--- config.mk ---
export PLATFORM = sky130hd
export DESIGN_NAME = seedgen_ctrl
export DESIGN_NICKNAME = d
export VERILOG_FILES = /design/src/rtl/seedgen_pkg.sv /design/src/rtl/seedgen_wmask.sv /design/src/rtl/seedgen_word_bank.sv /design/src/rtl/seedgen_tseed.sv /design/src/rtl/seedgen_seq.sv /design/src/rtl/seedgen_ctrl.sv
export SDC_FILE = /design/constraint.sdc
export NUM_CORES = 2
export LEC_CHECK = 0
export BUFFER_PORTS_ARGS = -buffer_cell sky130_fd_sc_hd__buf_2
export CORE_AREA = 2 2 475 477
export DETAILED_ROUTE_END_ITERATION = 6
export DIE_AREA = 0 0 477 479
export HOLD_SLACK_MARGIN = 0.03
export PLACE_DENSITY_LB_ADDON = 0.1
export SLEW_MARGIN = 20
export SYNTH_ARGS = -nofsm -noshare
export SYNTH_HDL_FRONTEND = slang
export SYNTH_SLANG_ARGS = --single-unit
--- constraint.sdc ---
create_clock -name clk -period 4.95 [get_ports clk]
set_input_delay 0.495 -clock clk [delete_from_list [all_inputs] [get_ports clk]]
set_output_delay 0.495 -clock clk [all_outputs]
set_load 0.01 [all_outputs]
--- src/rtl/seedgen_pkg.sv ---
package seedgen_pkg;

    localparam int unsigned WORD_W       = 32;
    localparam int unsigned SECRET_WORDS = 12;
    localparam int unsigned TSEED_W      = 128;
    localparam int unsigned SEED_W       = WORD_W * SECRET_WORDS;
    localparam int unsigned CTRL_W       = 11;
    localparam int unsigned IDX_W        = $clog2(SECRET_WORDS);

    localparam logic [7:0] A_STATUS    = 8'h04;
    localparam logic [7:0] A_CTRL      = 8'h08;
    localparam logic [7:0] A_CTRL2     = 8'h0C;
    localparam logic [7:0] A_CTRL3     = 8'h10;
    localparam logic [7:0] A_TBIT      = 8'h14;
    localparam logic [7:0] A_SEED_LO   = 8'h40;
    localparam logic [7:0] A_SECRET_HI = 8'hAC;
    localparam logic [7:0] A_RSTREG    = 8'hD0;

    // control word bit positions
    localparam int unsigned CB_SRST     = 0;
    localparam int unsigned CB_HTEN     = 1;
    localparam int unsigned CB_SRCEN    = 2;
    localparam int unsigned CB_EXTSEED  = 3;
    localparam int unsigned CB_AUTOTEST = 4;
    localparam int unsigned CB_START    = 5;
    localparam int unsigned CB_TEST     = 6;
    localparam int unsigned CB_GENMODE  = 7;
    localparam int unsigned CB_SINGLE   = 9;
    localparam int unsigned CB_PERSOFF  = 10;

    localparam logic [WORD_W-1:0] CTRL2_RST = 32'h0000_210C;
    localparam logic [WORD_W-1:0] CTRL3_RST = 32'h0002_6F09;
    localparam logic [15:0]       VER_NEW   = 16'h0200;

    typedef enum logic [2:0] {
        REG_NONE, REG_CTRL, REG_CTRL2, REG_CTRL3,
        REG_TBIT, REG_SEED, REG_PERS, REG_RST
    } reg_sel_e;

    typedef struct packed {
        logic [CTRL_W-1:0] ctrl;
        logic [WORD_W-1:0] ctrl2;
        logic [WORD_W-1:0] ctrl3;
        logic              rstreg;
        logic [WORD_W-1:0] rdata;
    } front_t;

    typedef struct packed {
        logic reseed;
        logic gen;
        logic done;
        logic pend_gen;
        logic pend_done;
        logic sticky;
    } seq_t;

    function automatic reg_sel_e decode_addr(input logic [7:0] a);
        reg_sel_e s;
        s = REG_NONE;
        if (a[1:0] == 2'b00) begin
            if (a[7:6] == 2'b01 && a[5:2] < 4'(SECRET_WORDS)) begin
                s = REG_SEED;
            end else if (a[7:6] == 2'b10 && a[5:2] < 4'(SECRET_WORDS)) begin
                s = REG_PERS;
            end else begin
                case (a)
                    A_CTRL:   s = REG_CTRL;
                    A_CTRL2:  s = REG_CTRL2;
                    A_CTRL3:  s = REG_CTRL3;
                    A_TBIT:   s = REG_TBIT;
                    A_RSTREG: s = REG_RST;
                    default:  s = REG_NONE;
                endcase
            end
        end
        return s;
    endfunction

endpackage

--- src/rtl/seedgen_wmask.sv ---
module seedgen_wmask
    import seedgen_pkg::*;
#(
    parameter logic [15:0] HW_VER = 16'h0200
) (
    input  reg_sel_e          sel,
    input  logic [WORD_W-1:0] wdata,
    output logic [WORD_W-1:0] wdata_o,
    output logic              drop_o
);

    generate
        if (HW_VER < VER_NEW) begin : g_legacy
            always_comb begin
                wdata_o = wdata;
                drop_o  = 1'b0;
                if (sel == REG_CTRL) begin
                    wdata_o[CB_PERSOFF] = 1'b0;
                    wdata_o[CB_SINGLE]  = 1'b0;
                end
                if (sel inside {REG_CTRL2, REG_CTRL3, REG_TBIT}) begin
                    drop_o = 1'b1;
                end
            end
        end else begin : g_current
            always_comb begin
                wdata_o = wdata;
                drop_o  = 1'b0;
                if (sel == REG_CTRL) begin
                    wdata_o[CB_AUTOTEST] = 1'b0;
                    wdata_o[CB_HTEN]     = 1'b0;
                end
            end
        end
    endgenerate

endmodule

--- src/rtl/seedgen_word_bank.sv ---
module seedgen_word_bank
    import seedgen_pkg::*;
#(
    parameter int unsigned NWORDS = SECRET_WORDS,
    parameter int unsigned W      = WORD_W,
    parameter int unsigned AW     = $clog2(NWORDS)
) (
    input  logic              clk,
    input  logic              rst_n,
    input  logic              clr,
    input  logic              we,
    input  logic [AW-1:0]     idx,
    input  logic [W-1:0]      wdata,
    output logic [NWORDS*W-1:0] flat_o
);

    generate
        for (genvar i = 0; i < NWORDS; i++) begin : g_word
            logic [W-1:0] word_d, word_q;

            always_comb begin
                word_d = word_q;
                if (clr) begin
                    word_d = '0;
                end else if (we && idx == AW'(i)) begin
                    word_d = wdata;
                end
            end

            always_ff @(posedge clk) begin
                if (!rst_n) word_q <= '0;
                else        word_q <= word_d;
            end

            assign flat_o[i*W +: W] = word_q;
        end
    endgenerate

endmodule

--- src/rtl/seedgen_tseed.sv ---
module seedgen_tseed
    import seedgen_pkg::*;
#(
    parameter int unsigned W = TSEED_W
) (
    input  logic         clk,
    input  logic         rst_n,
    input  logic         clr,
    input  logic         shift,
    input  logic         bit_in,
    output logic [W-1:0] q_o
);

    logic [W-1:0] sr_d, sr_q;

    always_comb begin
        sr_d = sr_q;
        if (clr) begin
            sr_d = '0;
        end else if (shift) begin
            sr_d = {sr_q[W-2:0], bit_in};
        end
    end

    always_ff @(posedge clk) begin
        if (!rst_n) sr_q <= '0;
        else        sr_q <= sr_d;
    end

    assign q_o = sr_q;

endmodule

--- src/rtl/seedgen_seq.sv ---
module seedgen_seq
    import seedgen_pkg::*;
(
    input  logic clk,
    input  logic rst_n,
    input  logic go_reseed,
    input  logic go_gen,
    input  logic go_tload,
    input  logic flush,
    output logic reseed_o,
    output logic gen_o,
    output logic done_o,
    output logic sticky_o
);

    seq_t d, q;

    always_comb begin
        d           = '0;
        d.sticky    = q.sticky;
        if (q.pend_gen) begin
            d.gen = 1'b1;
        end
        if (q.pend_done) begin
            d.done   = 1'b1;
            d.sticky = 1'b1;
        end
        if (go_reseed) begin
            d.reseed    = 1'b1;
            d.pend_done = 1'b1;
        end
        if (go_gen) begin
            d.gen       = 1'b1;
            d.pend_done = 1'b1;
        end
        if (go_tload) begin
            d.reseed   = 1'b1;
            d.pend_gen = 1'b1;
        end
        // a soft or full reset drops completion state; a chained generate still fires
        if (flush) begin
            d.pend_done = 1'b0;
            d.done      = 1'b0;
            d.sticky    = 1'b0;
        end
    end

    always_ff @(posedge clk) begin
        if (!rst_n) q <= '0;
        else        q <= d;
    end

    assign reseed_o = q.reseed;
    assign gen_o    = q.gen;
    assign done_o   = q.done;
    assign sticky_o = q.sticky;

endmodule

--- src/rtl/seedgen_ctrl.sv ---
module seedgen_ctrl
    import seedgen_pkg::*;
#(
    parameter logic [15:0] HW_VER = 16'h0200
) (
    input  logic              clk,
    input  logic              rst_n,
    input  logic              bus_wr,
    input  logic              bus_rd,
    input  logic [7:0]        bus_addr,
    input  logic [WORD_W-1:0] bus_wdata,
    output logic [WORD_W-1:0] bus_rdata,
    input  logic [SEED_W-1:0] entropy_i,
    output logic [SEED_W-1:0] seed_o,
    output logic [SEED_W-1:0] pers_o,
    output logic              reseed_o,
    output logic              generate_o,
    output logic              done_o
);

    front_t d, q;

    reg_sel_e          sel;
    logic [WORD_W-1:0] wd;
    logic              drop;
    logic              wr_ok, in_reset, full_rst, ctrl_wr, ctrl_act;
    logic              soft_rst, start_acc, tload_acc;
    logic              seed_we, pers_we;
    logic              done_sticky;
    logic [WORD_W-1:0] status_w;
    logic [SEED_W-1:0] seed_words, pers_words;
    logic [TSEED_W-1:0] tseed;

    assign sel = decode_addr(bus_addr);

    seedgen_wmask #(.HW_VER(HW_VER)) u_wmask (
        .sel     (sel),
        .wdata   (bus_wdata),
        .wdata_o (wd),
        .drop_o  (drop)
    );

    assign wr_ok     = bus_wr && !drop;
    assign in_reset  = q.rstreg || q.ctrl[CB_SRST];
    assign full_rst  = wr_ok && (sel == REG_RST) && !q.rstreg && wd[0];
    assign ctrl_wr   = wr_ok && (sel == REG_CTRL);
    assign ctrl_act  = ctrl_wr && !in_reset;
    assign soft_rst  = ctrl_act && wd[CB_SRST];
    assign start_acc = ctrl_act && !wd[CB_SRST] && wd[CB_START];
    assign tload_acc = wr_ok && (sel == REG_TBIT) && !in_reset
                       && q.ctrl[CB_TEST] && q.ctrl[CB_SRCEN];
    assign seed_we   = wr_ok && (sel == REG_SEED);
    assign pers_we   = wr_ok && (sel == REG_PERS);
    assign status_w  = {{(WORD_W-1){1'b0}}, done_sticky};

    seedgen_word_bank u_seed_bank (
        .clk    (clk),
        .rst_n  (rst_n),
        .clr    (full_rst),
        .we     (seed_we),
        .idx    (bus_addr[IDX_W+1:2]),
        .wdata  (wd),
        .flat_o (seed_words)
    );

    seedgen_word_bank u_pers_bank (
        .clk    (clk),
        .rst_n  (rst_n),
        .clr    (full_rst),
        .we     (pers_we),
        .idx    (bus_addr[IDX_W+1:2]),
        .wdata  (wd),
        .flat_o (pers_words)
    );

    seedgen_tseed u_tseed (
        .clk    (clk),
        .rst_n  (rst_n),
        .clr    (full_rst),
        .shift  (tload_acc),
        .bit_in (wd[0]),
        .q_o    (tseed)
    );

    seedgen_seq u_seq (
        .clk       (clk),
        .rst_n     (rst_n),
        .go_reseed (start_acc && !wd[CB_GENMODE]),
        .go_gen    (start_acc && wd[CB_GENMODE]),
        .go_tload  (tload_acc),
        .flush     (soft_rst || full_rst),
        .reseed_o  (reseed_o),
        .gen_o     (generate_o),
        .done_o    (done_o),
        .sticky_o  (done_sticky)
    );

    always_comb begin
        d = q;
        if (ctrl_wr) begin
            d.ctrl = wd[CTRL_W-1:0];
        end
        if (wr_ok && sel == REG_CTRL2) begin
            d.ctrl2 = wd;
        end
        if (wr_ok && sel == REG_CTRL3) begin
            d.ctrl3 = wd;
        end
        if (wr_ok && sel == REG_RST) begin
            d.rstreg = wd[0];
        end
        if (full_rst) begin
            d.ctrl  = '0;
            d.ctrl2 = CTRL2_RST;
            d.ctrl3 = CTRL3_RST;
        end
        if (bus_rd) begin
            if (bus_addr >= A_SEED_LO && bus_addr <= A_SECRET_HI) begin
                d.rdata = status_w;
            end else begin
                case (bus_addr)
                    A_STATUS: d.rdata = status_w;
                    A_CTRL:   d.rdata = {{(WORD_W-CTRL_W){1'b0}}, q.ctrl};
                    A_CTRL2:  d.rdata = q.ctrl2;
                    A_CTRL3:  d.rdata = q.ctrl3;
                    A_RSTREG: d.rdata = {{(WORD_W-1){1'b0}}, q.rstreg};
                    default:  d.rdata = '0;
                endcase
            end
        end
    end

    always_ff @(posedge clk) begin
        if (!rst_n) begin
            q.ctrl   <= '0;
            q.ctrl2  <= CTRL2_RST;
            q.ctrl3  <= CTRL3_RST;
            q.rstreg <= 1'b1;
            q.rdata  <= '0;
        end else begin
            q <= d;
        end
    end

    always_comb begin
        if (q.ctrl[CB_EXTSEED]) begin
            seed_o = seed_words;
        end else if (q.ctrl[CB_TEST]) begin
            seed_o = SEED_W'(tseed);
        end else begin
            seed_o = entropy_i;
        end
    end

    assign pers_o    = q.ctrl[CB_PERSOFF] ? '0 : pers_words;
    assign bus_rdata = q.rdata;

endmodule

# == After elaboration in Yosys (flattened, before gate mapping) ==
# Index checks and enable logic that the tools add are counted.
# totals
regBits,1010
input_bits,428
output_inout_bits,803
elab_cells,139
# classes
n_lt_le_gt_ge,3
n_eq_ne,26
mux,18
bitwise,1
reduce_logical,55
# op_table
operator,n
$mux W384,3
$pmux W32 S5,1
$logic_and A1 B1 Y1,45
$mux W32,1
$eq A4 B3 Y1 const B,4
$eq A4 B4 Y1 const B,4
$eq A8 B4 Y1 const B,2
$eq A8 B5 Y1 const B,2
$pmux W3 S5,1
$eq A3 B3 Y1 const B,4
$mux W1,9
$mux W3,3
$eq A4 B2 Y1 const B,2
$eq A8 B3 Y1 const B,1
$eq A8 B8 Y1 const B,1
$ge A8 B7 Y1 const B,1
$le A8 B8 Y1 const B,1
$eq A3 B2 Y1 const B,2
$eq A4 B1 Y1 const B,1
$logic_not A1 Y1,4
$logic_not A4 Y1,1
$lt A4 B4 Y1 const B,1
$reduce_or A2 Y1,2
$eq A3 B1 Y1 const B,1
5 further kinds,6

# == Logic depth before layout (Yosys ltp) ==
# logic_depth
word_depth,13
mapped_depth,10
mapped_depth_nobuf,5

# == Cells and area by module ==
# From an unflattened synthesis, not the netlist that was laid out.
# unflattened
cells_unflattened,4839
area_unflattened_um2,45751.4
# by_module_without_submodules
module,n_inst,cells_per_inst,area_each_um2,seq_area_each_um2
seedgen_word_bank,2,1322,14079.8,7687.4
seedgen_ctrl,1,1731,12489.5,2162.1
seedgen_tseed,1,413,4670.7,2562.5
seedgen_wmask,1,35,261.5,0.0
seedgen_seq,1,16,170.2,120.1

# == Worst setup path after synthesis ==
# No wires, ideal clock.
# synth_path
path_kind,input port to flip-flop
from,input port bus_addr[5]
to,register u_pers_bank.g_word[7].word_q[21]
setup_ns,0.128
arrival_time_ns,2.345
t_required_ns,4.822
path_slack_ns,2.477
cell_stages,8
path_buffers,3
cell_sequence,buf_2 -> or4_1 -> o22ai_1 -> nand4b_1 -> o31ai_2 -> buf_2 -> clkbuf_1 -> nor2_1
# synth_via
elab_chain_len,10
elab_cells_between_ends,21
classes_between,order compare: 1; eq/ne: 8; mux: 4; reduce/logical: 8
# synth_rtl
element,line_no,text
"start, declared",seedgen_ctrl.sv:10,"input logic [7:0] bus_addr,"
"$eq A8 B8 Y1, or another cell as far along",seedgen_pkg.sv:66,case (a)
$pmux W3 S5 or $logic_and A1 B1 Y1 (tied branches),"seedgen_pkg.sv:66, seedgen_pkg.sv:63",
$mux W3,seedgen_pkg.sv:63,end else if (a[7:6] == 2'b10 && a[5:2] < 4'(SECRET_WORDS)) begin
$mux W3,seedgen_pkg.sv:61,if (a[7:6] == 2'b01 && a[5:2] < 4'(SECRET_WORDS)) begin
$mux W3,seedgen_pkg.sv:60,if (a[1:0] == 2'b00) begin
$eq A3 B3 Y1,seedgen_ctrl.sv:45,assign full_rst = wr_ok && (sel == REG_RST) && !q.rstreg && wd[0];
$logic_and A1 B1 Y1 (3 in series),seedgen_ctrl.sv:45,
$reduce_or A2 Y1 (no line),n/a,
"end signal, assigned",seedgen_word_bank.sv:32,else word_q <= word_d;
"end, declared",seedgen_word_bank.sv:19,"logic [W-1:0] word_d, word_q;"
# Several ways; a longest one is shown, not always the timed one.
# A chain may end at the register's enable or synchronous reset.

# == Final worst setup path ==
# layout_path
from,register q[103] (netlist name)
to,output port seed_o[65]
# layout_via
elab_chain_len,2
# layout_rtl
element,line_no,text
"start, declared",seedgen_ctrl.sv:21,"front_t d, q;"
$mux W384,seedgen_ctrl.sv:148,end else if (q.ctrl[CB_TEST]) begin
$mux W384,seedgen_ctrl.sv:146,if (q.ctrl[CB_EXTSEED]) begin
"end, declared",seedgen_ctrl.sv:14,"output logic [SEED_W-1:0] seed_o,"
# No other way between the ends.

==> run_results.csv <==
group,metric,value,unit
critical_path,required,4.45,ns
cells_and_area,areaGrowthSynthToFinish,27.3,%
routing,vias_per_cell,4.97,
routing,ant_nets,0,
placed_design,gp_congestion,0.849,
clock_network,clkLatencyLatePin,0.80,ns
sta,relSlewSlack,17.6,%
logic_synthesis,async_reset_ff_share,0,%
power_and_ir_drop,power.internal,14200,uW
floorplanning,die_x,477,um
floorplanning,rows,174,
logic_synthesis,synth-seq-cells,1010,
critical_path,r2r_cells,5,
clock_network,clockRootBuffer,"clkbuf_16",
critical_path,r2r_slack,1.79,ns
routing,wl_per_cell,29.9,um
critical_path,crit_path_max_fanout,42,
logic_synthesis,synth-main-ff-cell,"dfxtp_1",
routing,via_count,47100,
clock_network,cts_buffers,132,
sta,fmax,254,MHz
floorplanning,die-height,479,um
power_and_ir_drop,p_sw_share,27.9,%
logic_synthesis,synth_enable_flop_cells,0,
logic_synthesis,synth_cells,5624,
critical_path,critical_path.endpoint,"seed_o[65]",
floorplanning,initial_core_util,20.7,%
power_and_ir_drop,irDropWorstVdd,0.266,mV
power_and_ir_drop,power_density,334,nW/um^2
clock_network,clk_path_buf_depth,3,
power_and_ir_drop,clkPwrFrac,49.6,%
placed_design,io_buffers,1230,
clock_network,clkSlewWorstSetupHoldPaths,0.06,ns
logic_synthesis,syn_area_per_cell,8.24,sq um
global_route,antenna_found_initial,107,
power_and_ir_drop,power_frac_comb,9.0,%
sta,setup_tns,0,ns
sta,min_period_over_period,79.5,%
cells_and_area,final_cell_count_no_fill,9479,
run_status,outcome,"finished clean",
logic_synthesis,synth_area_leader_cell,"dfxtp_1",
logic_synthesis,syn-num-nets,6052,
critical_path,r2r_end,"u_tseed.q_o[9]",
sta,rsz0062_at_grt,"no",
critical_path,arrival,3.44,ns
critical_path,cp-end-kind,"output pin",
global_route,grt_pass1_vias,45200,
floorplanning,die-area,228000,sq um
placed_design,post-place-cells,9222,
worst_hold_path,min_path_type,"primary input to flop",
global_route,grt.total_usage,23.6,%
global_route,overflow,0,
clock_network,cts_sinks,1010,
floorplanning,pin_count,1231,
logic_synthesis,yosysWarningCount,0,
logic_synthesis,synth.distinct_cells,59,
sta,setup_viol,0,
routing,drt-total-wl,284000,um
cells_and_area,drive_above_1_share,24.5,%
logic_synthesis,synthTopCellsByArea,"dfxtp_1 (44%), mux2i_1 (9.0%), a21oi_1 (7.3%)",
run,maxCapViolCount,0,
critical_path,crit_type,"flop to output pin",
cells_and_area,fillers,24400,
global_route,grt_max_degree,169,
routing,drc,0,
logic_synthesis,seq_area_frac_synth,43.6,%
power_and_ir_drop,sequentialPowerShare,41.4,%
critical_path,reg2reg_from,"q[103]",
sta,skew,0.0337,ns
global_route,grt_pass1_wl,385000,um
routing,drt_first_iter_violations,4271,
sta,finalHoldViolCount,0,
clock_network,htree_levels,4,
critical_path,critPathLaunchType,"flop",
sta,drv_slew,0,
power_and_ir_drop,switchingPower,5500,uW
sta,tightestPinTransition,1.24,ns
logic_synthesis,synth_area,46300,sq um
cells_and_area,final_nets,6793,
clock_network,postCtsSetupBuffers,0,
sta,period_minus_slack,3.93,ns
floorplanning,core_area,224000,sq um
placed_design,hpwlAfterDp,181000,um
clock_network,cts_tree,"done",
critical_path,startpoint,"q[103]",
power_and_ir_drop,power.leakage,0.0251,uW
logic_synthesis,synth_top_area_share,43.6,%
routing,first_pass_iters,6,
## Yosys cell counts, types with 10 or more instances
master    instances
o31ai_1         128
a22o_1          256
buf_4            39
nor2b_1         388
clkbuf_1        518
nand3_1          91
a211oi_1         32
nand2_1         599
buf_2           150
nor2_1          330
nand4_1         392
buf_1            23
a222oi_1         10
mux2i_1         416
dfxtp_1        1010
o21ai_0         453
a22oi_1          21
a21oi_1         673
## worst max-delay path, cell delays in order, from the launching register on
cell	delay, ns
dfxtp_4	0.87
buf_4	0.75
mux2i_1	0.17
o21ai_0	0.50
buf_2	0.24
## placed cells by master (no fill, tap or decap), types with 25 or more instances in the layout
master        n
o21ai_0     452
clkbuf_16   134
mux2i_1     416
clkbuf_1     38
clkbuf_8     29
dfxtp_1    1007
buf_2      1200
nand4_1     392
buf_4       113
a21oi_1     672
diode_2      25
nor2_1      328
o31ai_1     128
nor2b_1     386
a22o_1      256
nand2_1     599
nand3_1      79
a211oi_1     31
## kinds of logic (layout without fill, tap and decap cells)
group,Yosys count,count (layout),synth area share (%)
compound gates,1607,1607,20.8
xor+xnor,1,1,0.0189
buf+inv,737,1575,6.69
flops,1010,1010,43.6
mux,416,416,8.99
other cells,0,25,0
simple gates,1853,1853,19.9
## metrics by stage
stage / area [sq um] / hold WS, ns / util, % / setup slack (ns) / total power (uW)
after floorplan: 46300 / 0.418 / - / 2.48 / 9090
after global placement: 54600 / 0.435 / 24.4 / 1.16 / 10100
after detailed placement: 54600 / 0.431 / 24.4 / 1.11 / 10100
after CTS: 58900 / 0.136 / 26.4 / 0.873 / 20000
after global routing: 59000 / 0.151 / 26.4 / 0.860 / 20300
final: 59000 / 0.199 / 26.4 / 1.02 / 19700
## repair_timing
action,in CTS,in global routing
hold buffers,1,0
resized for setup,0,0
hold endpoints to repair,3,0
## state kept, by name, indices dropped and copies added, names as in the netlist
register and count:
bus_rdata 32, q 76, u_pers_bank.g_word.word_q 384, u_seed_bank.g_word.word_q 384
u_seq.done_o 1, u_seq.gen_o 1, u_seq.q 2, u_seq.reseed_o 1
u_seq.sticky_o 1, u_tseed.q_o 128
## power groups by stage
stage	combinational [uW]	clock, uW	sequential [uW]
2_1_floorplan	759	0	8330
3_3_place_gp	1790	0	8340
3_5_place_dp	1790	0	8340
4_1_cts	1790	10000	8160
5_1_grt	1840	10300	8160
6_report	1770	9780	8160
## per-layer routing
layer,up-vias,wire length [um],share of wire (%),GRT usage (%)
li1,21400,-,-,-
met1,23500,122000,43,30.0
met2,1763,135000,47,39.2
met3,449,16200,5.7,4.91
met4,84,10800,3.8,8.74
met5,-,525,0.19,0
## cell type report
type                    count  area (sq um)  area share [%]
multi-input cells        3877         23300            39.5
flip-flops and latches   1010         20200            34.3
repair buffers           1337          7320            12.4
clock buffers             201          3890            6.60
well taps                2992          3740            6.35
clock inverters            30           408           0.691
diodes                     25          62.6           0.106
inverters                   7          26.3          0.0445
## worst min path at each step
stage,from,endpoint,slack [ns],depth (start not counted)
3_5_place_dp,u_seq.q[2],u_seq.gen_o,0.43,1
2_1_floorplan,u_seq.q[2],u_seq.gen_o,0.42,1
3_3_place_gp,u_pers_bank.g_word[9].word_q[3],u_pers_bank.g_word[9].word_q[3],0.43,2
6_report,bus_wdata[0],u_seed_bank.g_word[2].word_q[0],0.20,3
4_1_cts,bus_wdata[0],u_seed_bank.g_word[2].word_q[0],0.14,3
5_1_grt,bus_wdata[0],u_seed_bank.g_word[2].word_q[0],0.15,3
(Power assumes the default switching activity.)
